File: src/rtl/arb_pkg.sv
package arb_pkg;

    typedef enum logic {
        POLICY_FIXED = 1'b0,
        POLICY_RR    = 1'b1
    } policy_e;

    typedef enum logic {
        SLOT_EMPTY = 1'b0,
        SLOT_HELD  = 1'b1
    } slot_state_e;

endpackage

File: src/rtl/arb_req_queue.sv
module arb_req_queue #(
    parameter int DEPTH = 4,
    parameter int WIDTH = 49
) (
    input  logic             clk,
    input  logic             rst_n,
    input  logic             push,
    input  logic [WIDTH-1:0] push_data,
    input  logic             pop,
    output logic [WIDTH-1:0] head,
    output logic             full,
    output logic             empty
);
    localparam int PTR_W = (DEPTH > 1) ? $clog2(DEPTH) : 1;
    localparam int CNT_W = $clog2(DEPTH + 1);

    logic [WIDTH-1:0] store_q [DEPTH];
    logic [PTR_W-1:0] wr_ptr_q;
    logic [PTR_W-1:0] rd_ptr_q;
    logic [CNT_W-1:0] count_q;

    function automatic logic [PTR_W-1:0] bump(input logic [PTR_W-1:0] p);
        return (int'(p) == DEPTH - 1) ? '0 : p + PTR_W'(1);
    endfunction

    always_ff @(posedge clk) begin
        if (!rst_n) begin
            wr_ptr_q <= '0;
            rd_ptr_q <= '0;
            count_q  <= '0;
        end else begin
            if (push) wr_ptr_q <= bump(wr_ptr_q);
            if (pop)  rd_ptr_q <= bump(rd_ptr_q);
            if (push && !pop)      count_q <= count_q + CNT_W'(1);
            else if (pop && !push) count_q <= count_q - CNT_W'(1);
        end
    end

    always_ff @(posedge clk) begin
        if (push) store_q[wr_ptr_q] <= push_data;
    end

    always_comb begin
        head  = store_q[rd_ptr_q];
        full  = (int'(count_q) == DEPTH);
        empty = (count_q == '0);
    end


    no_overflow_chk: assert property (@(posedge clk) disable iff (!rst_n)
        int'(count_q) <= DEPTH);


    push_grows_chk: assert property (@(posedge clk) disable iff (!rst_n)
        push && !pop |=> int'(count_q) == int'($past(count_q)) + 1);


    no_underflow_chk: assert property (@(posedge clk) disable iff (!rst_n)
        pop |-> !empty);

endmodule

File: src/rtl/arb_select.sv
module arb_select #(
    parameter int              NUM_CORES = 4,
    parameter int              TAG_W     = 2,
    parameter arb_pkg::policy_e POLICY   = arb_pkg::POLICY_RR
) (
    input  logic                 clk,
    input  logic                 rst_n,
    input  logic [NUM_CORES-1:0] req,
    input  logic                 advance,
    output logic [TAG_W-1:0]     grant_idx,
    output logic                 grant_any
);

    generate
        if (POLICY == arb_pkg::POLICY_FIXED) begin : g_fixed
            always_comb begin
                grant_idx = '0;
                for (int i = NUM_CORES - 1; i >= 0; i--) begin
                    if (req[i]) grant_idx = TAG_W'(i);
                end
                grant_any = |req;
            end


            fixed_lowest_chk: assert property (@(posedge clk) disable iff (!rst_n)
                grant_any |-> req[grant_idx] &&
                ((req & ((NUM_CORES'(1) << grant_idx) - NUM_CORES'(1))) == '0));

            logic unused_adv;
            assign unused_adv = advance;
        end else begin : g_rr
            logic [TAG_W-1:0] last_q;
            logic [TAG_W-1:0] cand;
            logic             found;

            always_ff @(posedge clk) begin
                if (!rst_n) last_q <= TAG_W'(NUM_CORES - 1);
                else if (advance) last_q <= grant_idx;
            end

            always_comb begin
                grant_idx = '0;
                found     = 1'b0;
                cand      = '0;
                for (int k = 0; k < NUM_CORES; k++) begin
                    cand = TAG_W'((int'(last_q) + 1 + k) % NUM_CORES);
                    if (!found && req[cand]) begin
                        found     = 1'b1;
                        grant_idx = cand;
                    end
                end
                grant_any = found;
            end


            rr_rotate_chk: assert property (@(posedge clk) disable iff (!rst_n)
                grant_any && ($countones(req) > 1) |-> grant_idx != last_q);


            rr_valid_pick_chk: assert property (@(posedge clk) disable iff (!rst_n)
                grant_any |-> req[grant_idx]);
        end
    endgenerate

endmodule

File: src/rtl/mem_req_arbiter.sv
module mem_req_arbiter #(
    parameter int               NUM_CORES   = 4,
    parameter int               QUEUE_DEPTH = 4,
    parameter int               ADDR_W      = 16,
    parameter int               DATA_W      = 32,
    parameter arb_pkg::policy_e POLICY      = arb_pkg::POLICY_RR,
    localparam int              TAG_W       = (NUM_CORES > 1) ? $clog2(NUM_CORES) : 1
) (
    input  logic                        clk,
    input  logic                        rst_n,
    input  logic [NUM_CORES-1:0]        core_req_valid,
    output logic [NUM_CORES-1:0]        core_req_ready,
    input  logic [NUM_CORES-1:0]        core_req_we,
    input  logic [NUM_CORES*ADDR_W-1:0] core_req_addr,
    input  logic [NUM_CORES*DATA_W-1:0] core_req_wdata,
    output logic                        mem_req_valid,
    input  logic                        mem_req_ready,
    output logic                        mem_req_we,
    output logic [ADDR_W-1:0]           mem_req_addr,
    output logic [DATA_W-1:0]           mem_req_wdata,
    output logic [TAG_W-1:0]            mem_req_tag,
    input  logic                        mem_rsp_valid,
    input  logic [TAG_W-1:0]            mem_rsp_tag,
    input  logic [DATA_W-1:0]           mem_rsp_rdata,
    output logic [NUM_CORES-1:0]        core_rsp_valid,
    output logic [DATA_W-1:0]           core_rsp_rdata
);
    import arb_pkg::*;

    localparam int ENT_W = 1 + ADDR_W + DATA_W;

    logic [ENT_W-1:0]     q_head [NUM_CORES];
    logic [NUM_CORES-1:0] q_full;
    logic [NUM_CORES-1:0] q_empty;
    logic [NUM_CORES-1:0] q_push;
    logic [NUM_CORES-1:0] q_pop;
    logic [NUM_CORES-1:0] nonempty;

    logic [TAG_W-1:0] grant_idx;
    logic             grant_any;
    logic             load_ok;
    logic             advance;

    slot_state_e      state_q, state_nx;
    logic [ENT_W-1:0] slot_q;
    logic [TAG_W-1:0] slot_tag_q;

    // per-core queues
    generate
        for (genvar c = 0; c < NUM_CORES; c++) begin : g_core
            assign q_push[c]   = core_req_valid[c] && !q_full[c];
            assign q_pop[c]    = advance && (grant_idx == TAG_W'(c));
            assign nonempty[c] = !q_empty[c];
            assign core_req_ready[c] = !q_full[c];

            arb_req_queue #(
                .DEPTH (QUEUE_DEPTH),
                .WIDTH (ENT_W)
            ) u_queue (
                .clk       (clk),
                .rst_n     (rst_n),
                .push      (q_push[c]),
                .push_data ({core_req_we[c],
                             core_req_addr[c*ADDR_W +: ADDR_W],
                             core_req_wdata[c*DATA_W +: DATA_W]}),
                .pop       (q_pop[c]),
                .head      (q_head[c]),
                .full      (q_full[c]),
                .empty     (q_empty[c])
            );
        end
    endgenerate

    arb_select #(
        .NUM_CORES (NUM_CORES),
        .TAG_W     (TAG_W),
        .POLICY    (POLICY)
    ) u_select (
        .clk       (clk),
        .rst_n     (rst_n),
        .req       (nonempty),
        .advance   (advance),
        .grant_idx (grant_idx),
        .grant_any (grant_any)
    );

    assign load_ok = (state_q == SLOT_EMPTY) || mem_req_ready;
    assign advance = load_ok && grant_any;

    // state register
    always_ff @(posedge clk) begin
        if (!rst_n) state_q <= SLOT_EMPTY;
        else        state_q <= state_nx;
    end

    always_ff @(posedge clk) begin
        if (!rst_n) begin
            slot_q     <= '0;
            slot_tag_q <= '0;
        end else if (advance) begin
            slot_q     <= q_head[grant_idx];
            slot_tag_q <= grant_idx;
        end
    end

    // transitions: LOAD, REFILL, STALL, DRAIN
    always_comb begin
        state_nx = state_q;
        unique case (state_q)
            SLOT_EMPTY: if (grant_any) state_nx = SLOT_HELD;
            SLOT_HELD:  if (mem_req_ready && !grant_any) state_nx = SLOT_EMPTY;
            default:    state_nx = SLOT_EMPTY;
        endcase
    end

    // outputs
    always_comb begin
        mem_req_valid = (state_q == SLOT_HELD);
        {mem_req_we, mem_req_addr, mem_req_wdata} = slot_q;
        mem_req_tag   = slot_tag_q;
        core_rsp_rdata = mem_rsp_rdata;
        for (int i = 0; i < NUM_CORES; i++) begin
            core_rsp_valid[i] = mem_rsp_valid && (mem_rsp_tag == TAG_W'(i));
        end
    end


    hold_stable_chk: assert property (@(posedge clk) disable iff (!rst_n)
        mem_req_valid && !mem_req_ready |=> mem_req_valid && $stable(mem_req_addr) &&
        $stable(mem_req_wdata) && $stable(mem_req_we) && $stable(mem_req_tag));


    stall_no_pop_chk: assert property (@(posedge clk) disable iff (!rst_n)
        mem_req_valid && !mem_req_ready |-> q_pop == '0);


    single_pop_chk: assert property (@(posedge clk) disable iff (!rst_n)
        $onehot0(q_pop));


    idle_quiet_chk: assert property (@(posedge clk) disable iff (!rst_n)
        (!mem_req_valid || mem_req_ready) && (nonempty == '0) |=> !mem_req_valid);


    tag_range_chk: assert property (@(posedge clk) disable iff (!rst_n)
        mem_req_valid |-> int'(mem_req_tag) < NUM_CORES);


    rsp_onehot_chk: assert property (@(posedge clk) disable iff (!rst_n)
        $onehot0(core_rsp_valid) && (mem_rsp_valid || core_rsp_valid == '0));

endmodule

File: config.mk
export PLATFORM = sky130hd
export DESIGN_NAME = mem_req_arbiter
export DESIGN_NICKNAME = d
export VERILOG_FILES = /design/src/rtl/arb_pkg.sv /design/src/rtl/arb_req_queue.sv /design/src/rtl/arb_select.sv /design/src/rtl/mem_req_arbiter.sv
export SDC_FILE = /design/constraint.sdc
export NUM_CORES = 1
export LEC_CHECK = 0
export ABC_AREA = 1
export BUFFER_PORTS_ARGS = -buffer_cell sky130_fd_sc_hd__buf_2
export CAP_MARGIN = 20
export CORE_MARGIN = 2
export CORE_UTILIZATION = 43
export CTS_BUF_LIST = sky130_fd_sc_hd__clkbuf_8
export DETAILED_ROUTE_END_ITERATION = 16
export SLEW_MARGIN = 10
export SYNTH_ARGS = -nofsm -noshare
export SYNTH_HDL_FRONTEND = slang
export SYNTH_HIERARCHICAL = 1
export SYNTH_SLANG_ARGS = --single-unit
File: constraint.sdc
create_clock -name clk -period 4.15 [get_ports clk]
set_input_delay 1.245 -clock clk [delete_from_list [all_inputs] [get_ports clk]]
set_output_delay 1.245 -clock clk [all_outputs]
set_load 0.01 [all_outputs]
==> results of run 1 <==
-- flip-flops by register name, indices dropped and copies added (netlist names), named ones only --
name / count
g_core.u_queue/count_q: 12
g_core.u_queue/rd_ptr_q: 8
g_core.u_queue/store_q: 784
g_core.u_queue/wr_ptr_q: 8
mem_req_tag: 2
mem_req_valid: 1
slot_q: 49
u_select/g_rr.last_q: 2
-- through the flow --
stage	power (mW)	worst slack, ps	instance area [µm²]	hold WS (ps)
global placement	22.5	949	37500	465
global route	30.9	550	40100	516
finish	29.3	702	40100	495
CTS	29.4	761	40100	495
floorplan	18.7	1200	35600	490
detailed placement	22.6	879	37500	482
-- cell usage after synthesis, types with 4 or more instances --
library cell	n
a21oi_1	64
buf_2	66
buf_4	49
buf_6	37
clkbuf_1	37
clkbuf_2	16
dfxtp_1	90
edfxtp_1	784
fa_1	4
ha_1	24
inv_1	248
inv_2	10
inv_6	4
nand2_1	360
nand2_2	13
nand3_1	130
nand4_1	8
nor2_1	434
nor3_1	22
o21ai_0	401
o21ai_1	4
o22ai_1	196
xor2_1	4
-- cell families (layout without fill, tap and decap cells) --
kind of cell,after synthesis,count (layout),share of synthesized area
AND/OR/NAND/NOR,975,975,0.111
flip-flops,874,874,0.711
AO/OA/AOI/OAI,666,666,0.100
buffers and inverters,470,828,0.0659
adder cells (fa/ha/maj),28,28,0.0107
XOR/XNOR,4,4,0.000983
other,0,7,0
-- power by group through the flow --
| stage | Clock, mW | Combinational [mW] | Sequential [mW] |
|---|---|---|---|
| finish | 6.83 | 11.1 | 11.4 |
| global route | 7.34 | 12.1 | 11.4 |
| CTS | 6.97 | 11.1 | 11.4 |
| detailed placement | 0 | 11.1 | 11.5 |
| global placement | 0 | 10.9 | 11.5 |
| floorplan | 0 | 7.34 | 11.3 |
-- final timing paths --
path | from | to | slack [ps] | depth (start not counted)
worst min register to register | mem_req_tag[0] | mem_req_tag[0] | 500 | 2
worst min-delay path | mem_req_tag[0] | mem_req_tag[0] | 500 | 2
worst max register to register | u_select/g_rr.last_q[0] | slot_q[20] | 850 | 14
worst max-delay path | g_core[0].u_queue/count_q[2] | core_req_ready[0] | 700 | 4
-- area by class of cell --
cell class	count	area [µm²]	area share
multi-input cells	1673	7960	0.198
inverters	263	1010	0.0251
diodes	7	17.5	0.000436
clock inverters	105	460	0.0115
flip-flops and latches	874	25300	0.632
repair buffers	305	1860	0.0465
well taps	1070	1340	0.0334
clock buffers	155	2130	0.0532
-- worst max-delay path, stage by stage (launching register included) --
cell	delay, ps
dfxtp_1	370
inv_1	70
nor3_1	700
inv_1	100
buf_2	170
-- per-layer routing --
layer / global-route usage / vias to the layer above
li1: - / 11100
met3: 0.0544 / 208
met4: 0.0871 / 14
met2: 0.363 / 955
met5: 0 / -
met1: 0.322 / 11700
==> impl_metrics.ini, run 1 <==
[place]
dpl.hpwl_mm = 64.9
gp_congestion = 0.864
numPortBuffers = 265
dp.cells = 4185

[power_and_ir_drop]
seq_power_share = 0.388
power_leakage_nw = 15.4
power.internal_mw = 17.2
p_sw_mw = 12.1
swShare = 0.414
combPwrFrac = 0.379
p_clk_frac = 0.233
ir_drop_mv = 1.32
powerDensity_mw_per_mm2 = 731

[floorplan]
chipWidth_um = 292
dieArea_mm2 = 0.0852
die_h_um = 292
io_pins = 330
initial_utilization = 0.434
rows = 105
core_mm2 = 0.0821

[timing]
period_share = 0.831
hold_viol_final = 0
fin_skew_ps = 39.2
setup_viol = 0
setup-tns-final_ps = 0
clock.fmax_ghz = 0.290
finalCriticalPeriod_ps = 3450
grt_setup_unrepaired = false
slew_headroom = 0.299
tightest_slew_ps = 1050
maxSlewViolCount = 0

[finish]
layoutNonFillerInstCount = 4452
final_util = 0.489
drive_gt1_frac = 0.158
nets = 3528
areaGrowthSynthToFinish_pct = 12.6
layout_commonest_cell = edfxtp_1
mostFrequentLayoutCells = edfxtp_1 (784), nor2_1 (434), o21ai_0 (401), nand2_1 (360), inv_1 (286)
fillCellCount = 7362

[route]
first_pass_iters = 6
viasPerCell = 5.38
remaining_drc_errors = 0
vias = 23900
dr.max_layer_used = met5
wl_met1_mm = 42.8
wl_per_cell_um = 22.9
dr_wl_met2_mm = 46.7
drt_iter0_drc = 2329
ant_nets = 0
route.met3.wl_mm = 9.07
wirelength_mm = 102

[job]
maxCapViolCount = 0

[cts]
cts_buffers = 145
cts_hold_buf = 0
root_buffer = clkbuf_8
clock_latency_ps = 800
cts_setup_buffers = 0
cts_sinks = 874
clk_path_buf_depth = 3
tritoncts = done
clock_tree.htree_level_count = 4
cts_resized = 0
path_clk_slew_ps = 60

[logic_synthesis]
avgSynthCellArea_um2 = 11.8
yosysTopAreaCellShare = 0.660
synth_warnings = 6
netlist_top_cells_area = edfxtp_1 (66%), o21ai_0 (5.6%), dfxtp_1 (5.1%)
syn_inst = 3017
synth.distinct_cells = 30
async_reset_ff_frac = 0
syn_nets = 3283
synth-edff-count = 784
netlist_area_mm2 = 0.0356
synth_largest_area_cell = edfxtp_1
synth_ff_type = edfxtp_1
ys_seq_area_frac = 0.711
ys_ff_latch = 874

[status]
outcome = finished, final reports clean

[hold_path]
min_path_type = reg2reg

[setup_path]
cp_max_fo = 3
startpoint_type = register
crit_arrival_ps = 2200
worstPathRequired_ps = 2900
crit_type = reg2out
endpoint_kind = primary output

[grt]
grt_pass1_wl_mm = 146
antenna_found_initial = 21
grt_max_degree = 99
grt_overflow = 0
grt_pass1_vias = 22000
grt.total_usage = 0.234
No activity file was read; power rests on OpenSTA's default activity.
==> run 2, diff against run 1 <==
--- a/config.mk
+++ b/config.mk
@@ -5,7 +5,7 @@
 export SDC_FILE = /design/constraint.sdc
 export NUM_CORES = 1
 export LEC_CHECK = 0
-export ABC_AREA = 1
+export ABC_AREA = 0
 export BUFFER_PORTS_ARGS = -buffer_cell sky130_fd_sc_hd__buf_2
 export CAP_MARGIN = 20
 export CORE_MARGIN = 2
==> constraint.sdc (replaced) <==
create_clock -name clk -period 3.2 [get_ports clk]
set_input_delay 0.96 -clock clk [delete_from_list [all_inputs] [get_ports clk]]
set_output_delay 0.96 -clock clk [all_outputs]
set_load 0.01 [all_outputs]
==> run 2 against run 1 <==
Core utilization is 1.7 points higher. Count of clock-buffer cells in the layout up 4. Clock skew decreased by 19 ps. Setup slack got worse by 500 ps. Sequential cell count did not move. Sequential share of layout area rose by 1.7 points. Combinational power down 26%. Clock power is 34% higher. First-iteration DRC count shrank 53%. Sequential power grew 26%. Worst hold slack got worse by 91 ps. Area after synthesis fell by 5.9%. Critical endpoint is now g_core[3].u_queue/count_q[2].
==> impl_metrics.ini, run 2 <==
[status]
outcome = finished, final reports clean

[route]
wl_per_cell_um = 27.1
vias = 16200
remaining_drc_errors = 0
viasPerCell = 5.40
wirelength_mm = 81.6
drt_iter0_drc = 1089
ant_nets = 0
first_pass_iters = 7

[logic_synthesis]
syn_inst = 1463
netlist_area_mm2 = 0.0335
yosysTopAreaCellShare = 0.702
synth_most_common_cell = edfxtp_1
synth_largest_area_cell = edfxtp_1
synth_warnings = 6
avgSynthCellArea_um2 = 22.9
synth-edff-count = 784
synth_ff_type = edfxtp_1
ys_seq_area_frac = 0.756
netlist_top_cells_area = edfxtp_1 (70%), mux4_2 (16%), dfxtp_1 (5.4%)
async_reset_ff_frac = 0
syn_nets = 1729
synthTopCellsByCount = edfxtp_1 (784), mux4_2 (236), dfxtp_1 (90)
ys_ff_latch = 874
synth.distinct_cells = 42

[timing]
setup-tns-final_ps = 0
setup_viol = 0
grt_setup_unrepaired = true
tightest_slew_ps = 960
maxSlewViolCount = 0
fin_skew_ps = 19.8
clock.fmax_ghz = 0.333
hold_viol_final = 0
slew_headroom = 0.360
finalCriticalPeriod_ps = 3000
period_share = 0.937

[hold_path]
holdPathStages = 1
min_path_type = in2reg

[finish]
final_util = 0.506
reg.largest.list = g_core.u_queue/store_q x784, slot_q x49, g_core.u_queue/count_q x12
layout_commonest_cell = edfxtp_1
top_register = g_core.u_queue/store_q
mostFrequentLayoutCells = edfxtp_1 (784), buf_2 (265), mux4_2 (236), clkbuf_8 (159), inv_1 (86)
drive_gt1_frac = 0.401
largest_reg_flops = 784
nets = 2106
areaGrowthSynthToFinish_pct = 16.6

[grt]
grt_max_degree = 50
antenna_found_initial = 35
grt.total_usage = 0.206
grt_pass1_vias = 17200
grt_pass1_wl_mm = 118
grt_overflow = 0

[cts]
cts_sinks = 874
cts_buffers = 145
clk_path_buf_depth = 3
cts_setup_buffers = 0
root_buffer = clkbuf_8
clock_tree.htree_level_count = 4
tritoncts = done
cts_hold_buf = 0
cts_resized = 0
clock_latency_ps = 770
path_clk_slew_ps = 60

[floorplan]
dieArea_mm2 = 0.0802
io_pins = 330
chipWidth_um = 283
initial_utilization = 0.434
core_mm2 = 0.0773
rows = 102
die_h_um = 283

[power_and_ir_drop]
ir_drop_mv = 0.907
powerDensity_mw_per_mm2 = 815
totalPowerFinal_mw = 31.8
power_leakage_nw = 13.3

[place]
dpl.hpwl_mm = 51.5
gp_congestion = 0.752
numPortBuffers = 265

[setup_path]
cp_max_fo = 7
worstPathRequired_ps = 3890
crit_type = reg2reg
crit_arrival_ps = 3690
reg2reg_depth = 13
endpoint_kind = register
startpoint_type = register

[job]
maxCapViolCount = 0
[run 2: changes by cell type after synthesis, sizes merged, moves of 16 or more]
cell,delta
a21oi,-60
nand3,-130
a22o,+49
mux4,+245
nand2,-372
and2,+21
nor2b,+26
nor2,-425
clkbuf,-47
mux2i,+16
o21ai,-398
o22ai,-195
buf,-62
inv,-234
[run 2: cells by family after synthesis]
kind of cell / synth area share
buf+inv: 0.0259
mux: 0.170
simple gates: 0.0167
xor+xnor: 0.00209
compound gates: 0.0179
flops: 0.756
fa+ha+maj: 0.0113
[run 2: worst paths after layout]
check / slack, ps / end / start
max reg2reg: 200 / g_core[3].u_queue/count_q[2] / g_core[3].u_queue/count_q[1]
min reg2reg: 480 / slot_q[40] / slot_q[40]
min: 400 / g_core[2].u_queue/store_q[0][20] / core_req_wdata[84]
max: 200 / g_core[3].u_queue/count_q[2] / g_core[3].u_queue/count_q[1]
[run 2: cell type report]
cell class | instances | area (µm²)
inverter | 28 | 105
timing repair buffer | 328 | 2160
fill | 6339 | 38200
sequential | 874 | 25400
clock buffer | 159 | 2190
tap | 1040 | 1300
multi-input combinational | 463 | 7390
antenna | 8 | 20.0
clock inverter | 109 | 561
[run 2: critical path, stage by stage (launching register included)]
cell      delay, ps
dfxtp_1         340
nor3_1          200
inv_1           120
and2b_1         210
o21ai_1         300
nand3_4         160
and3_1          260
inv_1            90
ha_1            180
inv_1            70
fa_1            370
xor2_1          160
or3_1           310
a21boi_0        160
[run 2: layer usage]
layer	track usage	wire (µm)	vias up
met3	0.0625	5740	175
met1	0.251	31900	8594
met5	0	281	-
met2	0.353	42000	521
met4	0.0599	1670	44
li1	-	-	6910
[run 2: report_power, final]
part | internal (mW) | switching (mW) | total (mW)
sequential | 13.7 | 0.698 | 14.4
combinational | 4.23 | 4.00 | 8.23
clock | 4.83 | 4.34 | 9.17
total | 22.8 | 9.04 | 31.8
[run 2: stage by stage]
| stage | hold WS (ps) | setup WS [ps] | area (µm²) | std cells |
|---|---|---|---|---|
| floorplan | 472 | 253 | 33500 | 1463 |
| detailed placement | 465 | 139 | 36300 | 2733 |
| global route | 344 | -4.05 | 39100 | 3006 |
| CTS | 322 | 206 | 39100 | 3001 |
| global placement | 461 | 166 | 36300 | 2733 |
| finish | 404 | 200 | 39100 | 3009 |
==> run 3, diff against run 2 <==
--- a/config.mk
+++ b/config.mk
@@ -8,10 +8,10 @@
 export ABC_AREA = 0
 export BUFFER_PORTS_ARGS = -buffer_cell sky130_fd_sc_hd__buf_2
 export CAP_MARGIN = 20
-export CORE_MARGIN = 2
 export CORE_UTILIZATION = 43
 export CTS_BUF_LIST = sky130_fd_sc_hd__clkbuf_8
 export DETAILED_ROUTE_END_ITERATION = 16
+export SETUP_SLACK_MARGIN = 0.02
 export SLEW_MARGIN = 10
 export SYNTH_ARGS = -nofsm -noshare
 export SYNTH_HDL_FRONTEND = slang
==> constraint.sdc (replaced) <==
create_clock -name clk -period 3.2 [get_ports clk]
set_input_delay 0 -clock clk [delete_from_list [all_inputs] [get_ports clk]]
set_output_delay 0 -clock clk [all_outputs]
set_load 0.01 [all_outputs]
==> run 3 against run 2 <==
Sequential cell count unchanged. Via count up 7.4%. Count of clock-buffer cells in the layout unchanged. Global-route usage up 1.1 points. Non-clock buffer count up 355. Largest cell class unchanged. Largest power group unchanged.
==> impl_metrics.ini, run 3 (same netlist as run 2, synthesis figures left out) <==
[route]
wl_per_cell_um = 24.9
viasPerCell = 5.19
drt_iter0_drc = 1049
vias = 17400
ant_nets = 0
wirelength_mm = 83.5
remaining_drc_errors = 0
first_pass_iters = 5

[timing]
whs_ps = 0.00390
setup-tns-final_ps = 0
tightest_slew_ps = 810
fin_skew_ps = 34.6
setup_viol = 0
slew_headroom = 0.460
maxSlewViolCount = 0
finalCriticalPeriod_ps = 2920
hold_viol_final = 0
period_share = 0.913
clock.fmax_ghz = 0.342
grt_setup_unrepaired = false

[finish]
layout_commonest_cell = edfxtp_1
reg.largest.list = g_core.u_queue/store_q x784, slot_q x49, g_core.u_queue/count_q x12
drive_gt1_frac = 0.329
nets = 2459
largest_reg_flops = 784
top_register = g_core.u_queue/store_q
mostFrequentLayoutCells = edfxtp_1 (784), dlygate4sd3_1 (378), buf_2 (265), mux4_2 (236), clkbuf_8 (159)
areaGrowthSynthToFinish_pct = 27.3

[cts]
clock_latency_ps = 790
cts_setup_buffers = 0
clk_path_buf_depth = 3
cts_buffers = 143
tritoncts = done
root_buffer = clkbuf_8
cts_sinks = 874
path_clk_slew_ps = 60
clock_tree.htree_level_count = 4

[power_and_ir_drop]
power_leakage_nw = 14.8
powerDensity_mw_per_mm2 = 754
p_sw_mw = 9.16
swShare = 0.284
combPwrFrac = 0.265
ir_drop_mv = 0.928
seq_power_share = 0.448
p_clk_frac = 0.287
power.internal_mw = 23.0

[floorplan]
initial_utilization = 0.434
chipWidth_um = 281
io_pins = 330
rows = 102
core_mm2 = 0.0773
dieArea_mm2 = 0.0791
die_h_um = 281

[setup_path]
cp_cell_sequence = nor3_1 > inv_1 > nor2_2 > nand2_2 > nand2_1 > inv_1 > and3_1 > inv_1 > ha_1 > inv_1 > fa_1 > xor2_1 > or3_1 > a21boi_1
startpoint_type = register
cp_max_fo = 5
endpoint_kind = register
worst_path_max_delay_cell = fa_1
crit_type = reg2reg
reg2reg_depth = 14
cpPeakStageDelay_ps = 370
crit_arrival_ps = 3620
path_common_cell = inv_1
worstPathRequired_ps = 3900

[place]
numPortBuffers = 265
gp_congestion = 0.761
dpl.hpwl_mm = 50.3

[job]
maxCapViolCount = 0

[grt]
grt_pass1_wl_mm = 122
antenna_found_initial = 9
grt_pass1_vias = 19100
grt_overflow = 0
grt_max_degree = 50
grt.total_usage = 0.217

[hold_path]
holdPathStages = 0
min_path_type = in2out

[status]
outcome = finished, final reports clean
## run 3: routing by layer
metal	global-route usage	up-vias	part of all wire
met5	0	-	0.00090
met4	0.0567	12	0.016
met3	0.0470	144	0.050
met2	0.390	460	0.53
met1	0.263	9209	0.40
li1	-	7618	-
## run 3: through the flow
step	power, mW	area (µm²)	instances	util	setup WS, ps
2_1_floorplan	20.5	33500	1463	-	350
3_5_place_dp	22.9	36100	2710	0.467	219
5_1_grt	33.7	42700	3356	0.552	40.3
6_report	32.2	42700	3360	0.552	280
3_3_place_gp	22.7	36100	2710	0.467	325
4_1_cts	32.6	42700	3354	0.552	199
## run 3: power groups by stage
stage	combinational, mW	sequential [mW]	clock [mW]
2_1_floorplan	6.07	14.4	0
3_3_place_gp	8.08	14.6	0
3_5_place_dp	8.26	14.7	0
4_1_cts	8.67	14.5	9.47
5_1_grt	9.16	14.6	9.94
6_report	8.52	14.4	9.24
## run 3: worst paths after layout
kind | from | to | slack, ps
setup / recovery | g_core[0].u_queue/count_q[1] | g_core[3].u_queue/count_q[2] | 280
hold / removal | mem_rsp_rdata[6] | core_rsp_rdata[6] | 0.004
setup reg to reg | g_core[0].u_queue/count_q[1] | g_core[3].u_queue/count_q[2] | 280
hold reg to reg | slot_q[43] | slot_q[43] | 470
## run 3: area by class of cell
cell class                 instances  area (µm²)
clock inverter                   107         596
tap                             1040        1300
sequential                       874       25400
multi-input combinational        463        7400
inverter                          28         105
clock buffer                     159        2190
timing repair buffer             683        5720
fill                            6040       34600
antenna                            6        15.0
## run 3: what timing repair did
| action | 4_1_cts | 5_1_grt |
|---|---|---|
| hold buffers | 378 | 0 |
| setup endpoints to repair | 0 | 2 |
| gates resized for setup | 0 | 6 |
| hold endpoints to repair | 874 | 0 |
## run 3: critical path: cells and delay by family, from the launching register on
family	cells	cell delay (ps)
XOR/XNOR	1	160
adder cells (fa/ha/maj)	2	550
buffers and inverters	4	380
flip-flops	1	350
AND/OR/NAND/NOR	6	1270
AO/OA/AOI/OAI	1	160
